`src/rtl/bom_rx_pkg.sv`:
```
package bom_rx_pkg;
  localparam int CODE_W = 6;
  localparam logic [7:0] ST_FILTERED = 8'h80;
  localparam logic [7:0] ST_FRAME_END = 8'h40;
  localparam logic [7:0] HDLC_FLAG = 8'h7E;

  typedef struct packed {
    logic              vld;
    logic [CODE_W-1:0] code;
  } hist_ent_t;
endpackage

```
`src/rtl/bom_window.sv`:
```
module bom_window
  import bom_rx_pkg::*;
#(
  parameter int PRE_LEN  = 8,
  parameter int IDLE_LEN = 16
) (
  input  logic              clk_i,
  input  logic              rst_ni,
  input  logic              clr_i,
  input  logic              shift_i,
  input  logic              bit_i,
  output logic              pat_o,
  output logic [CODE_W-1:0] code_o,
  output logic              flag_o,
  output logic              idle_o
);
  localparam int WIN_W = PRE_LEN + CODE_W + 2;
  localparam int RUN_W = $clog2(IDLE_LEN);

  logic [WIN_W-1:0] win_q, win_nxt;
  logic [RUN_W-1:0] run_q;
  logic             flag_raw;

  assign win_nxt  = {win_q[WIN_W-2:0], bit_i};
  assign code_o   = win_nxt[CODE_W:1];
  assign pat_o    = shift_i && (win_nxt[WIN_W-1 -: PRE_LEN+1] == {{PRE_LEN{1'b1}}, 1'b0})
                    && !win_nxt[0];
  assign flag_raw = (win_nxt[7:0] == HDLC_FLAG);
  // a codeword ending in 0 111111 0 is data, not a flag
  assign flag_o   = shift_i && flag_raw && !pat_o;
  assign idle_o   = shift_i && bit_i && (run_q == RUN_W'(IDLE_LEN - 1));

  always_ff @(posedge clk_i or negedge rst_ni) begin
    if (!rst_ni) begin
      win_q <= '0;
      run_q <= '0;
    end else if (clr_i) begin
      win_q <= '0;
      run_q <= '0;
    end else if (shift_i) begin
      win_q <= win_nxt;
      if (!bit_i || idle_o) run_q <= '0;
      else                  run_q <= run_q + 1'b1;
    end
  end
endmodule

```
`src/rtl/bom_history.sv`:
```
module bom_history
  import bom_rx_pkg::*;
#(
  parameter int DEPTH = 10,
  parameter int CNT_W = $clog2(DEPTH + 1)
) (
  input  logic              clk_i,
  input  logic              rst_ni,
  input  logic              clr_i,
  input  logic              push_i,
  input  logic [CODE_W-1:0] code_i,
  output logic [CNT_W-1:0]  cnt_o
);
  // only DEPTH-1 older entries matter once the new code is counted
  localparam int KEEP = DEPTH - 1;

  hist_ent_t       ent_q [KEEP];
  logic [KEEP-1:0] hit;

  for (genvar k = 0; k < KEEP; k++) begin : g_ent
    assign hit[k] = ent_q[k].vld && (ent_q[k].code == code_i);
    always_ff @(posedge clk_i or negedge rst_ni) begin
      if (!rst_ni)      ent_q[k] <= '0;
      else if (clr_i)   ent_q[k] <= '0;
      else if (push_i) begin
        if (k == 0) ent_q[k] <= '{vld: 1'b1, code: code_i};
        else        ent_q[k] <= ent_q[(k == 0) ? 0 : k-1];
      end
    end
  end

  always_comb begin
    cnt_o = CNT_W'(1);
    for (int k = 0; k < KEEP; k++) cnt_o = cnt_o + CNT_W'(hit[k]);
  end
endmodule

```
`src/rtl/bom_outq.sv`:
```
module bom_outq
  import bom_rx_pkg::*;
#(
  parameter int DATA_W = 8
) (
  input  logic              clk_i,
  input  logic              rst_ni,
  input  logic              code_set_i,
  input  logic [CODE_W-1:0] code_i,
  input  logic              filt_set_i,
  input  logic              end_set_i,
  output logic              wr_en_o,
  output logic [DATA_W-1:0] wr_data_o,
  output logic              msg_end_o
);
  logic              code_pend_q, filt_pend_q, end_pend_q;
  logic [CODE_W-1:0] code_q;

  always_ff @(posedge clk_i or negedge rst_ni) begin
    if (!rst_ni) begin
      code_pend_q <= 1'b0;
      filt_pend_q <= 1'b0;
      end_pend_q  <= 1'b0;
      code_q      <= '0;
    end else begin
      code_pend_q <= code_set_i;
      if (code_set_i) code_q <= code_i;
      filt_pend_q <= filt_set_i | (filt_pend_q & code_pend_q);
      end_pend_q  <= end_set_i | (end_pend_q & (code_pend_q | filt_pend_q));
    end
  end

  always_comb begin
    wr_en_o   = code_pend_q | filt_pend_q | end_pend_q;
    msg_end_o = 1'b0;
    wr_data_o = '0;
    if (code_pend_q)      wr_data_o = DATA_W'(code_q);
    else if (filt_pend_q) wr_data_o = ST_FILTERED;
    else if (end_pend_q) begin
      wr_data_o = ST_FRAME_END;
      msg_end_o = 1'b1;
    end
  end
endmodule

```
`src/rtl/bom_filter_rx.sv`:
```
module bom_filter_rx
  import bom_rx_pkg::*;
#(
  parameter int HIST_DEPTH = 10,
  parameter int ACCEPT_MIN = 7,
  parameter int EXIT_MISS  = 4,
  parameter int EXIT_IDLE  = 4,
  parameter int PRE_LEN    = 8,
  parameter int IDLE_LEN   = 16,
  parameter int DATA_W     = 8
) (
  input  logic              clk_i,
  input  logic              rst_ni,
  input  logic              bit_i,
  input  logic              bit_valid_i,
  input  logic              rx_active_i,
  input  logic              filter_en_i,
  output logic              wr_en_o,
  output logic [DATA_W-1:0] wr_data_o,
  output logic              msg_end_o
);
  localparam int CNT_W  = $clog2(HIST_DEPTH + 1);
  localparam int MISS_W = $clog2(EXIT_MISS);
  localparam int IDLE_W = $clog2(EXIT_IDLE);

  logic              active_q, stop_q;
  logic              shift, deact;
  logic              pat, flag, idle;
  logic [CODE_W-1:0] code;
  logic [CNT_W-1:0]  cnt;
  logic              filt_run, f_clr, same_acc, exit_miss, exit_idle, accept, push;
  logic              locked_q;
  logic [CODE_W-1:0] acc_q;
  logic [MISS_W-1:0] miss_q;
  logic [IDLE_W-1:0] idle_cnt_q;

  assign shift = active_q && rx_active_i && bit_valid_i;
  assign deact = active_q && !rx_active_i;

  always_ff @(posedge clk_i or negedge rst_ni) begin
    if (!rst_ni) begin
      active_q <= 1'b0;
      stop_q   <= 1'b0;
    end else if (!rx_active_i) begin
      active_q <= 1'b0;
      stop_q   <= 1'b0;
    end else if (flag) begin
      active_q <= 1'b0;
      stop_q   <= 1'b1;
    end else if (!stop_q) begin
      active_q <= 1'b1;
    end
  end

  bom_window #(.PRE_LEN(PRE_LEN), .IDLE_LEN(IDLE_LEN)) u_win (
    .clk_i, .rst_ni,
    .clr_i  (!active_q),
    .shift_i(shift),
    .bit_i,
    .pat_o  (pat),
    .code_o (code),
    .flag_o (flag),
    .idle_o (idle)
  );

  assign filt_run  = filter_en_i && active_q && rx_active_i;
  assign same_acc  = locked_q && (code == acc_q);
  assign exit_miss = filt_run && pat && locked_q && !same_acc
                     && (miss_q == MISS_W'(EXIT_MISS - 1));
  assign exit_idle = filt_run && idle && (idle_cnt_q == IDLE_W'(EXIT_IDLE - 1));
  assign f_clr     = !filt_run || flag || exit_miss || exit_idle;
  assign push      = filt_run && pat && !exit_miss;
  assign accept    = push && (cnt >= CNT_W'(ACCEPT_MIN)) && !same_acc;

  bom_history #(.DEPTH(HIST_DEPTH), .CNT_W(CNT_W)) u_hist (
    .clk_i, .rst_ni,
    .clr_i (f_clr),
    .push_i(push),
    .code_i(code),
    .cnt_o (cnt)
  );

  always_ff @(posedge clk_i or negedge rst_ni) begin
    if (!rst_ni) begin
      locked_q   <= 1'b0;
      acc_q      <= '0;
      miss_q     <= '0;
      idle_cnt_q <= '0;
    end else if (f_clr) begin
      locked_q   <= 1'b0;
      miss_q     <= '0;
      idle_cnt_q <= '0;
    end else begin
      if (accept) begin
        locked_q <= 1'b1;
        acc_q    <= code;
        miss_q   <= '0;
      end else if (pat && locked_q) begin
        miss_q <= same_acc ? '0 : miss_q + 1'b1;
      end
      if (pat)       idle_cnt_q <= '0;
      else if (idle) idle_cnt_q <= idle_cnt_q + 1'b1;
    end
  end

  bom_outq #(.DATA_W(DATA_W)) u_outq (
    .clk_i, .rst_ni,
    .code_set_i(pat && (filter_en_i ? accept : 1'b1)),
    .code_i    (code),
    .filt_set_i(accept),
    .end_set_i (flag || deact),
    .wr_en_o, .wr_data_o, .msg_end_o
  );
endmodule

```
`config.mk`:
```
export PLATFORM = sky130hd
export DESIGN_NAME = bom_filter_rx
export DESIGN_NICKNAME = d
export VERILOG_FILES = /design/src/rtl/bom_rx_pkg.sv /design/src/rtl/bom_window.sv /design/src/rtl/bom_history.sv /design/src/rtl/bom_outq.sv /design/src/rtl/bom_filter_rx.sv
export SDC_FILE = /design/constraint.sdc
export NUM_CORES = 1
export LEC_CHECK = 0
export CORE_MARGIN = 5
export CORE_UTILIZATION = 42
export DETAILED_ROUTE_END_ITERATION = 6
export GPL_ROUTABILITY_DRIVEN = 0
export PLACE_DENSITY = 0.7
export SKIP_LAST_GASP = 1
export SLEW_MARGIN = 30
export SYNTH_ARGS = -nofsm -noshare
export SYNTH_HDL_FRONTEND = slang
export SYNTH_HIERARCHICAL = 1
export SYNTH_SLANG_ARGS = --single-unit
```
`constraint.sdc`:
```
create_clock -name clk_i -period 7.5 [get_ports clk_i]
set_clock_uncertainty 0.1 [all_clocks]
set_input_delay 1.875 -clock clk_i [delete_from_list [all_inputs] [get_ports clk_i]]
set_output_delay 1.875 -clock clk_i [all_outputs]
set_load 0.005 [all_outputs]
```
==> impl_metrics.toml <==
[critical_path]
crit_buf_inv = 1
cp_max_fo = 16
r2r-end = "u_outq/code_q[4]$_DFFE_PN0P_"
reg2regPathDepth = 15
crit_chain = "xnor2_1, nand4_1, nor4_1, fa_1, fa_1, fa_1, ha_1, inv_1, fa_1, xor2_1, a31oi_1, nor2_1, and3_1, o21a_1, mux2_2"
cpMaxStageDelayCell = "dfrtp_1"
worstSetupPathType = "reg -> reg"
reg2reg_from = "u_win/win_q[3]$_DFFE_PN0P_"
ff2ff_setup_slack_ps = 1890
arrival_ps = 5750
cpPeakStageDelay_ps = 900
cp.required_ps = 7630
cp-end-kind = "register"
start_kind = "register"
critPathTopFamily = "adder cells"
path_common_cell = "fa_1"

[yosys]
ys_seq_area_frac = 0.4808
synthTopCellsByCount = "104 x dfrtp_1, 89 x nor2_1, 77 x mux2i_1, 31 x xnor2_1, 31 x xor2_1"
yosysTopAreaCell = "dfrtp_1"
synth_top_cell_area_share = 0.4808
syn_area_per_cell_sq_um = 11.21
synth-seq-cells = 104
syn_area_sq_um = 5413
syn_nets = 500
syn_inst = 483
async_flop_share = 1.000
yosys_warnings = 6
ys_top_cells_by_area = "dfrtp_1 48%, mux2i_1 14%, nor2_1 6.2%"
yosysUniqueCellTypes = 44
synth-edff-count = 0
synth_ff_type = "dfrtp_1"
yosysMostFrequentCell = "dfrtp_1"

[grt]
grt_pass1_vias = 3445
overflow = 0
grt_max_degree = 81
track_usage = 0.1432
antenna_found_initial = 0
grt_pass1_wl_um = 17220

[pwr]
switchingPower_uw = 232.2
power.internal_uw = 830.2
p_leak_uw = 0.002483
sw_frac_of_total = 0.2186
ir_worst_vdd_mv = 0.2240
p_per_area_nw_per_um2 = 181.0
p_seq_frac = 0.530
power.share.combinational = 0.029
power_frac_clock = 0.441

[place]
hpwlAfterDp_um = 6608
numPortBuffers = 15
place_area_sq_um = 5570

[cells_and_area]
n_antenna_cell = 0
final_area_sq_um = 5871
drive_above_1_share = 0.09917
finish.utilization = 0.4652
fin_nets = 496
area_growth_pct = 8.460

[clocking]
clk_latency_ps = 350
cts_tree = "done"
cts_htree_levels = 3
cts.sinks = 104
cts_made_buffers = 9
clk_pin_slew_ps = 70
postCtsSetupBuffers = 0
postCtsHoldBufs = 0
cts_buffer_depth = 2
post_cts_resized = 0
root_buffer = "clkbuf_16"

[routing]
routedWlPerCell_um = 15.25
num_vias = 3320
totalWireLength_um = 10000
ant_nets = 0
route.detailed.drc = 0
avgViaCountPerCell = 5.061
dr.pass1.iters = 5
drt_iter0_drc = 173

[die]
start_util = 0.4289
fp.dieH_um = 123.5
die_w_um = 123.5
coreArea_sq_um = 12620
boundaryPins = 16
core.rowCount = 41
die-area_sq_um = 15260

[worst_hold_path]
holdPathEnd = "active_q$_DFFE_PN0P_"
hp-start = "stop_q$_DFFE_PN0N_"
min_path_type = "reg -> reg"
holdPathStages = 1

[sta]
min_period_over_period = 0.7485
slew_headroom = 0.4262
hold_viol_final = 0
setup_viol = 0
final_max_slew_viol_count = 0
tightest_slew_ps = 860.7
rsz0062_at_grt = "false"
layout_min_cycle_time_ps = 5614
fin_tns_setup_ps = 0
fmax_ghz = 0.1781

[flow_run]
cap_violations = 0

[outcome]
status = "completed"
## stage by stage
step | setup slack (ps) | total power [uW] | std cells | hold WS [ps]
global route | 1614 | 1104 | 656 | 386.0
floorplan | 2829 | 588.7 | 483 | 327.6
detailed placement | 1916 | 605.5 | 640 | 352.3
CTS | 1896 | 1075 | 656 | 368.6
global placement | 2049 | 604.9 | 640 | 343.6
finish | 1886 | 1062 | 656 | 367.2
## cell families after synthesis
| family | after synthesis | share of synthesized area |
|---|---|---|
| simple gates | 156 | 0.1419 |
| mux | 89 | 0.1715 |
| compound gates | 15 | 0.01849 |
| flops | 104 | 0.4808 |
| xor+xnor | 62 | 0.1003 |
| fa+ha+maj | 11 | 0.03236 |
| buf+inv | 46 | 0.05455 |
## worst max path at each step
stage | from | endpoint | slack [ps] | cells past startpoint
after detailed placement | u_win/win_q[3]$_DFFE_PN0P_ | u_outq/code_q[4]$_DFFE_PN0P_ | 1920 | 15
final | u_win/win_q[3]$_DFFE_PN0P_ | u_outq/code_q[4]$_DFFE_PN0P_ | 1890 | 15
after global routing | u_win/win_q[3]$_DFFE_PN0P_ | u_outq/code_q[3]$_DFFE_PN0P_ | 1610 | 15
after floorplan | u_win/win_q[1]$_DFFE_PN0P_ | u_outq/code_q[1]$_DFFE_PN0P_ | 2830 | 18
after global placement | rx_active_i | u_hist/ent_q[31]$_DFFE_PN0P_ | 2050 | 10
after CTS | u_win/win_q[3]$_DFFE_PN0P_ | u_outq/code_q[4]$_DFFE_PN0P_ | 1900 | 15
## state kept, by name, summed over array words and instances, names as in the netlist, 2 cells and up
name and flops:
u_win/win_q 15, u_hist/ent_q 63, u_win/run_q 4, acc_q 6
miss_q 2, idle_cnt_q 2, u_outq/code_q 6
## final cells by class
class / instances / area [sq um]
Fill cell: 1201 / 6749
Tap cell: 172 / 215.2
Sequential cell: 104 / 2603
Multi-Input combinational cell: 333 / 2530
Inverter: 12 / 45.04
Timing Repair Buffer: 19 / 181.4
Clock inverter: 6 / 67.56
Clock buffer: 10 / 229.0
## layout by cell type, fill, tap and decap left out, types with 2 or more instances in the layout
cell type	synthesis	routed
a21oi_1	3	3
a31oi_1	2	2
and2_2	6	6
and3_1	3	3
buf_4	11	4
clkbuf_16	0	9
clkdlybuf4s50_1	0	14
clkinvlp_4	0	2
dfrtp_1	104	104
fa_1	5	5
ha_1	6	6
inv_1	12	12
mux2_2	5	5
mux2_4	6	6
mux2i_1	77	77
nand2_1	7	7
nand2b_1	4	3
nand3_1	3	3
nand4_1	16	16
nor2_1	89	88
nor2b_1	2	2
nor3_1	5	5
nor4_1	8	8
o21ai_1	3	3
or3_4	2	2
or4_1	2	2
or4_4	2	2
xnor2_1	31	31
xor2_1	31	31
## power by group through the flow
stage	Clock (uW)	Combinational (uW)	Sequential, uW
final	468	30.4	564
after global routing	506	35.0	563
after CTS	480	31.2	563
after detailed placement	0	31.1	574
after global placement	0	30.5	574
after floorplan	0	15.6	573
## metal layers
metal  vias up  wire, um  GRT usage
met1      1659      4668     0.1862
met2        39      4906     0.2396
met3        13       319    0.03980
met4         0       110    0.03114
li1       1609         -          -
met5         -         0          0
No activity file was read; power rests on OpenSTA's default activity.
